File: src/rtl/dsts_pkg.sv
package dsts_pkg;
  typedef enum logic [1:0] {
    ACT_IDLE  = 2'd0,
    ACT_HIT   = 2'd1,
    ACT_FILL  = 2'd2,
    ACT_EVICT = 2'd3
  } dsts_act_e;
endpackage

File: src/rtl/dsts_rst_sync.sv
module dsts_rst_sync #(
  parameter int STAGES = 2
) (
  input  logic clk,
  input  logic rst_n,
  output logic rst_sync_n
);
  logic [STAGES-1:0] chain_q;

  always_ff @(posedge clk or negedge rst_n) begin
    if (!rst_n) chain_q <= '0;
    else        chain_q <= {chain_q[STAGES-2:0], 1'b1};
  end

  assign rst_sync_n = chain_q[STAGES-1];
endmodule

File: src/rtl/dsts_match_array.sv
module dsts_match_array #(
  parameter int SLOTS = 8,
  parameter int TAG_W = 12
) (
  input  logic [SLOTS-1:0]            slot_valid,
  input  logic [SLOTS-1:0][TAG_W-1:0] slot_tag,
  input  logic [TAG_W-1:0]            probe_tag,
  output logic [SLOTS-1:0]            hit_vec
);
  for (genvar g = 0; g < SLOTS; g++) begin : g_cmp
    assign hit_vec[g] = slot_valid[g] && (slot_tag[g] == probe_tag);
  end
endmodule

File: src/rtl/dsts_pick_first.sv
module dsts_pick_first #(
  parameter int W  = 8,
  localparam int IW = (W > 1) ? $clog2(W) : 1
) (
  input  logic [W-1:0]  vec,
  output logic          found,
  output logic [IW-1:0] idx,
  output logic [W-1:0]  onehot
);
  always_comb begin
    idx = '0;
    for (int i = W - 1; i >= 0; i--) begin
      if (vec[i]) idx = IW'(i);
    end
    found  = |vec;
    onehot = vec & (~vec + W'(1));
  end

  // the reported index is set and nothing below it is set
  always_comb begin
    a_r3_pick_lowest: assert (!found || (vec[idx] && ((vec & ((W'(1) << idx) - W'(1))) == '0)));
  end
endmodule

File: src/rtl/dsts_victim_ptr.sv
module dsts_victim_ptr #(
  parameter int SLOTS = 8,
  localparam int IW = (SLOTS > 1) ? $clog2(SLOTS) : 1
) (
  input  logic          clk,
  input  logic          rst_n,
  input  logic          advance,
  output logic [IW-1:0] ptr
);
  logic [IW-1:0] ptr_d, ptr_q;

  always_comb begin
    ptr_d = ptr_q;
    if (advance) begin
      if (ptr_q == IW'(SLOTS - 1)) ptr_d = '0;
      else                         ptr_d = ptr_q + IW'(1);
    end
  end

  always_ff @(posedge clk or negedge rst_n) begin
    if (!rst_n)       ptr_q <= '0;
    else if (advance) ptr_q <= ptr_d;
  end

  assign ptr = ptr_q;

  // each eviction moves the pointer on by exactly one, with wrap
  a_r4_ptr_step: assert property (@(posedge clk) disable iff (!rst_n)
    advance |=> (ptr_q == (($past(ptr_q) == IW'(SLOTS - 1)) ? '0 : $past(ptr_q) + IW'(1))));
  a_r4_ptr_hold: assert property (@(posedge clk) disable iff (!rst_n)
    !advance |=> $stable(ptr_q));
endmodule

File: src/rtl/dup_scrub_tagstore.sv
module dup_scrub_tagstore #(
  parameter int SLOTS = 8,
  parameter int TAG_W = 12,
  localparam int IDX_W = (SLOTS > 1) ? $clog2(SLOTS) : 1
) (
  input  logic             clk,
  input  logic             rst_n,
  input  logic             req_valid,
  input  logic             req_write,
  input  logic             req_nosearch,
  input  logic [TAG_W-1:0] req_tag,
  output logic             rsp_valid,
  output logic             rsp_hit,
  output logic [IDX_W-1:0] rsp_slot,
  output logic             dup_fault,
  output logic             wb_req,
  output logic [TAG_W-1:0] wb_tag
);
  import dsts_pkg::*;

  logic rst_sync_n;

  dsts_rst_sync #(.STAGES(2)) u_rst (
    .clk        (clk),
    .rst_n      (rst_n),
    .rst_sync_n (rst_sync_n)
  );

  // slot state
  logic [SLOTS-1:0]            valid_q, valid_d;
  logic [SLOTS-1:0]            dirty_q, dirty_d;
  logic [SLOTS-1:0][TAG_W-1:0] tag_q;
  logic [SLOTS-1:0]            tag_we;

  // lookup
  logic [SLOTS-1:0] match_vec, dmatch_vec, cmatch_vec, free_vec;
  logic             d_found, c_found, f_found;
  logic [IDX_W-1:0] d_idx, c_idx, f_idx;
  logic [SLOTS-1:0] d_oh, c_oh, f_oh;

  dsts_match_array #(.SLOTS(SLOTS), .TAG_W(TAG_W)) u_match (
    .slot_valid (valid_q),
    .slot_tag   (tag_q),
    .probe_tag  (req_tag),
    .hit_vec    (match_vec)
  );

  assign dmatch_vec = match_vec & dirty_q;
  assign cmatch_vec = match_vec & ~dirty_q;
  assign free_vec   = ~valid_q;

  dsts_pick_first #(.W(SLOTS)) u_pick_dirty (
    .vec (dmatch_vec), .found (d_found), .idx (d_idx), .onehot (d_oh)
  );
  dsts_pick_first #(.W(SLOTS)) u_pick_clean (
    .vec (cmatch_vec), .found (c_found), .idx (c_idx), .onehot (c_oh)
  );
  dsts_pick_first #(.W(SLOTS)) u_pick_free (
    .vec (free_vec), .found (f_found), .idx (f_idx), .onehot (f_oh)
  );

  logic [IDX_W-1:0] vic_idx;
  logic             evict_c;

  dsts_victim_ptr #(.SLOTS(SLOTS)) u_vptr (
    .clk     (clk),
    .rst_n   (rst_sync_n),
    .advance (evict_c),
    .ptr     (vic_idx)
  );

  // decision
  dsts_act_e        act_c;
  logic             hit_c, dup_c, wb_c;
  logic [SLOTS-1:0] surv_oh, drop_vec;
  logic [IDX_W-1:0] surv_idx, alloc_idx, slot_c;

  always_comb begin
    hit_c    = req_valid && !req_nosearch && (|match_vec);
    surv_oh  = d_found ? d_oh  : c_oh;
    surv_idx = d_found ? d_idx : c_idx;
    dup_c    = hit_c && ($countones(match_vec) > 1);
    drop_vec = hit_c ? (match_vec & ~surv_oh) : '0;

    if (!req_valid)   act_c = ACT_IDLE;
    else if (hit_c)   act_c = ACT_HIT;
    else if (f_found) act_c = ACT_FILL;
    else              act_c = ACT_EVICT;

    evict_c   = (act_c == ACT_EVICT);
    alloc_idx = f_found ? f_idx : vic_idx;
    wb_c      = evict_c && dirty_q[vic_idx];
    slot_c    = (act_c == ACT_HIT) ? surv_idx : alloc_idx;
  end

  // next state
  always_comb begin
    valid_d = valid_q & ~drop_vec;
    dirty_d = dirty_q & ~drop_vec;
    tag_we  = '0;
    case (act_c)
      ACT_HIT: begin
        if (req_write) dirty_d = dirty_d | surv_oh;
      end
      ACT_FILL, ACT_EVICT: begin
        valid_d[alloc_idx] = 1'b1;
        dirty_d[alloc_idx] = req_write;
        tag_we[alloc_idx]  = 1'b1;
      end
      default: ;
    endcase
  end

  always_ff @(posedge clk or negedge rst_sync_n) begin
    if (!rst_sync_n) begin
      valid_q <= '0;
      dirty_q <= '0;
    end else if (req_valid) begin
      valid_q <= valid_d;
      dirty_q <= dirty_d;
    end
  end

  for (genvar g = 0; g < SLOTS; g++) begin : g_tag
    always_ff @(posedge clk) begin
      if (tag_we[g]) tag_q[g] <= req_tag;
    end
  end

  // response registers
  logic             rsp_valid_d, rsp_hit_d, dup_d, wb_d;
  logic [IDX_W-1:0] rsp_slot_d;
  logic [TAG_W-1:0] wb_tag_d;

  always_comb begin
    rsp_valid_d = req_valid;
    rsp_hit_d   = hit_c;
    dup_d       = dup_c;
    wb_d        = wb_c;
    rsp_slot_d  = req_valid ? slot_c : '0;
    wb_tag_d    = wb_c ? tag_q[vic_idx] : '0;
  end

  always_ff @(posedge clk or negedge rst_sync_n) begin
    if (!rst_sync_n) begin
      rsp_valid <= 1'b0;
      rsp_hit   <= 1'b0;
      rsp_slot  <= '0;
      dup_fault <= 1'b0;
      wb_req    <= 1'b0;
      wb_tag    <= '0;
    end else begin
      rsp_valid <= rsp_valid_d;
      rsp_hit   <= rsp_hit_d;
      rsp_slot  <= rsp_slot_d;
      dup_fault <= dup_d;
      wb_req    <= wb_d;
      wb_tag    <= wb_tag_d;
    end
  end

  // assertions
  // no request means a quiet response and unchanged slot state next cycle
  a_r9_idle_quiet: assert property (@(posedge clk) disable iff (!rst_sync_n)
    !req_valid |=> (!rsp_valid && !rsp_hit && !dup_fault && !wb_req && $stable(valid_q) && $stable(dirty_q)));

  // pulses only ride on a response; a fault is always a hit
  a_r5_wb_with_rsp: assert property (@(posedge clk) disable iff (!rst_sync_n)
    wb_req |-> (rsp_valid && !rsp_hit));
  a_r7_dup_is_hit: assert property (@(posedge clk) disable iff (!rst_sync_n)
    dup_fault |-> (rsp_valid && rsp_hit));

  // a search-less fill never reports a hit
  a_r8_nosearch_miss: assert property (@(posedge clk) disable iff (!rst_sync_n)
    (req_valid && req_nosearch) |=> (!rsp_hit && !dup_fault));

  // after a scrub only the survivor of that tag is still valid
  a_r7_one_left: assert property (@(posedge clk) disable iff (!rst_sync_n)
    (req_valid && hit_c) |=> ($countones(valid_q & $past(match_vec)) == 1));

  // a write hit leaves the reported slot dirty
  a_r6_write_dirty: assert property (@(posedge clk) disable iff (!rst_sync_n)
    (req_valid && hit_c && req_write) |=> dirty_q[rsp_slot]);

  // a fill into a free slot never asks for write-back
  a_r3_free_no_wb: assert property (@(posedge clk) disable iff (!rst_sync_n)
    (req_valid && !hit_c && f_found) |=> !wb_req);
endmodule

File: config.mk
export PLATFORM = sky130hd
export DESIGN_NAME = dup_scrub_tagstore
export DESIGN_NICKNAME = d
export VERILOG_FILES = /design/src/rtl/dsts_pkg.sv /design/src/rtl/dsts_rst_sync.sv /design/src/rtl/dsts_match_array.sv /design/src/rtl/dsts_pick_first.sv /design/src/rtl/dsts_victim_ptr.sv /design/src/rtl/dup_scrub_tagstore.sv
export SDC_FILE = /design/constraint.sdc
export NUM_CORES = 1
export LEC_CHECK = 0
export BUFFER_PORTS_ARGS = -buffer_cell sky130_fd_sc_hd__buf_2
export CAP_MARGIN = 15
export CORE_MARGIN = 5
export CORE_UTILIZATION = 35
export DETAILED_ROUTE_END_ITERATION = 8
export PLACE_DENSITY_LB_ADDON = 0.25
export SYNTH_ARGS = -nofsm -noshare
export SYNTH_HDL_FRONTEND = slang
export SYNTH_SLANG_ARGS = --single-unit
File: constraint.sdc
create_clock -name clk -period 3.6 [get_ports clk]
set_clock_uncertainty 0.05 [all_clocks]
set_input_delay 0.72 -clock clk [delete_from_list [all_inputs] [get_ports clk]]
set_output_delay 0.72 -clock clk [all_outputs]
set_load 0.01 [all_outputs]
==> metrics.txt <==
Initial DRT Pass Iterations 7; clock root buffer master clkbuf_16; cts bufs inserted 17; Vias 5,782; CP peak stage delay 0.53 ns; YS warnings 0; CTS Hold Bufs 0; pwr dens 813.1 mW/mm²; Final ANT Viol Nets 0; Pleak 0.003726 µW; nets 780; Seq/Total Area, Yosys 0.4983; Gate power share 0.444; die area 0.02535 mm²; clk sinks 136; Vias/cell 5.528; clk slew on worst S/H paths 0.06 ns; DRC 0; worst skew pair latency 0.43 ns; Pint 4882 µW; total congestion overflow 0; RSZ-0062 raised after global routing yes; share of cells above drive strength 1 0.3473; synthesis-to-finish area growth 25.75%; max-cap viol count 0; Buf/Inv on CP 4; post-synthesis net count 651; HP Class in2async; failing checks setup timing; Crit-path slowest cell fa_2; initial DRC count 605; Max-slew headroom 0.3528; commonest register cell after synthesis edfxtp_1; CP arrival 4.00 ns; TritonCTS clock tree done; # IOs 36; DR WL/cell 21.86 µm; commonest non-fill, non-tap cells in the layout buf_4 (96), edfxtp_1 (96), xnor2_1 (69); number of synthesized flops with an enable pin 96; f_max 270.8 MHz; Detailed Place HPWL 17,200 µm; chip height 159.2 µm; Least-Margin Pin Slew 0.9708 ns; die extent in x 159.2 µm; Sw Pwr 3087 µW; number of global-route vias before repair 5,769; final setup vio count 1; Final Cell Area 0.009801 mm²; crit end category flop; port bufs 35; Cell Area, Placed 0.009116 mm²; Async S/R FF share, synth 0.2941; Core Footprint 0.02189 mm²; GRT Overall Usage 0.1809; Slew Limit Fails 0; Mean Syn Cell Area 12.49 µm²; Final Critical Period 3.693 ns; wirelength, routed 22,860 µm; synthesized area 0.007794 mm²; Synth cell types 64; power share of the sequential group 0.335; Peak VDD IR 392.7 µV; CP max FO 5; Setup CP Type in2reg; clk buf depth 2; first-pass GRT wire length 35,160 µm; fin util 0.4477; Required @ worst endpoint 3.91 ns; Final Cycle Share 1.026; most used cell, CP fa_1; CP top delay family adder cells; Initial Util 0.3560; final worst-path setup slack -0.09293 ns; clock share of power 0.221; maximum level of the CTS H-tree 4; Fin. Hold Viols 0; Cell Rows 54; crit-path cells buf_2 > xnor2_2 > nand3_2 > nor4_4 > fa_1 > inv_2 > fa_1 > fa_1 > inv_1 > ha_2 > fa_2 > inv_2 > a21oi_2; #FFs+latches synth 136; Startpoint Class primary input; Filler cells 2,016; initial antenna violation count 0; GPL Wtd Cong 0.9538; status finished, violations left; Sw Ratio 0.3874; largest net degree at the start of global routing 39; synthesized netlist cell count 624; n_diodes 0
==> through the flow <==
stage | instances | power [µW] | hold slack [ns] | worst slack, ns | setup TNS, ns
after floorplan | 624 | 4789 | 0.2812 | -0.3985 | -0.3985
after global placement | 1014 | 6165 | 0.2896 | -0.6290 | -13.01
after detailed placement | 1014 | 6195 | 0.2909 | -0.6880 | -17.01
after CTS | 1046 | 7996 | 0.003255 | -0.1085 | -0.1085
after global routing | 1046 | 8362 | 0.01499 | -0.1982 | -0.1982
final | 1046 | 7969 | 0.01662 | -0.09293 | -0.09293
==> path summary, 6_finish.rpt <==
check | start | to | slack [ns] | cells past startpoint
max in group asynchronous | u_rst.chain_q[1]$_DFF_PN0_ | u_vptr.ptr[0]$_DFFE_PN0P_ | 2.45 | 0
max | req_tag[10] | dup_fault$_DFF_PN0_ | -0.09 | 13
max reg2reg | tag_q[46]$_DFFE_PP_ | dup_fault$_DFF_PN0_ | -0.08 | 12
min in group clk | u_rst.chain_q[0]$_DFF_PN0_ | u_rst.chain_q[1]$_DFF_PN0_ | 0.30 | 0
min reg2reg | u_rst.chain_q[0]$_DFF_PN0_ | u_rst.chain_q[1]$_DFF_PN0_ | 0.30 | 0
min | rst_n | u_rst.chain_q[1]$_DFF_PN0_ | 0.02 | 1
==> synth_stat cells, types with 9 or more instances <==
cell type  count  area [µm²]
edfxtp_1      96        2883
xnor2_1       92       805.8
nand3_1       43       215.2
dfrtp_1       40        1001
nand2_1       35       131.4
nand4_1       28       175.2
mux4_2        26       585.6
inv_1         24       90.09
nor2_1        18       67.56
nand2b_1      16       100.1
nor4_1        16       100.1
o21ai_0       16       80.08
mux2i_1       13       130.1
clkbuf_1      12       45.04
buf_6         10       112.6
and2_1         9       56.30
nor2_4         9       101.4
==> what timing repair did <==
| item | in CTS | in global routing |
|---|---|---|
| buffers inserted | 0 | 0 |
| resized for setup | 10 | 6 |
| pin swaps | 8 | 5 |
| setup endpoints to repair | 1 | 1 |
==> power by group through the flow <==
stage	clock network (µW)	logic, µW	registers [µW]
2_1_floorplan	0	2190	2600
3_3_place_gp	0	3500	2660
3_5_place_dp	0	3510	2680
4_1_cts	1780	3550	2670
5_1_grt	1860	3780	2730
6_report	1760	3540	2670
==> flip-flops by register name, indices dropped and copies added, names as in the netlist <==
register,count
u_vptr.ptr,3
rsp_hit,1
dup_fault,1
wb_tag,12
rsp_slot,3
dirty_q,8
wb_req,1
rsp_valid,1
tag_q,96
u_rst.chain_q,2
valid_q,8
==> worst register-to-register path, cell delays in order (launching register included) <==
cell and delay [ns]:
edfxtp_1 0.43, xnor2_2 0.25, nand3_2 0.14, nor4_4 0.36
fa_1 0.45, inv_2 0.09, fa_1 0.43, fa_1 0.50
inv_1 0.05, ha_2 0.19, fa_2 0.53, inv_2 0.03
a21oi_2 0.09
==> cell type report <==
cell class | instances | area, µm² | share of cell area
inverter | 26 | 97.59 | 0.009958
sequential | 136 | 3886 | 0.3965
clock inverter | 14 | 163.9 | 0.01672
clock buffer | 18 | 429.2 | 0.04379
timing repair buffer | 139 | 1059 | 0.1080
tap | 280 | 350.3 | 0.03575
multi-input combinational | 433 | 3815 | 0.3893
==> per-layer routing <==
layer	global-route usage	vias to the layer above	share of wire
met5	0	-	0
met4	0.06553	0	0.026
met3	0.03236	34	0.052
met2	0.2941	198	0.49
met1	0.2434	2938	0.44
li1	-	2612	-
==> cells by family (layout without fill, tap and decap cells) <==
logic type      Yosys count  count (layout)  share of synthesized area
flops                   136             136                     0.4983
mux                      42              42                    0.09616
buf+inv                  55             197                    0.03997
xor+xnor                 92              92                     0.1034
simple gates            213             213                     0.1708
compound gates           75              75                    0.07096
fa+ha+maj                10              10                    0.01991
other cells               1               1                  0.0004812
No activity file was read; power rests on OpenSTA's default activity.
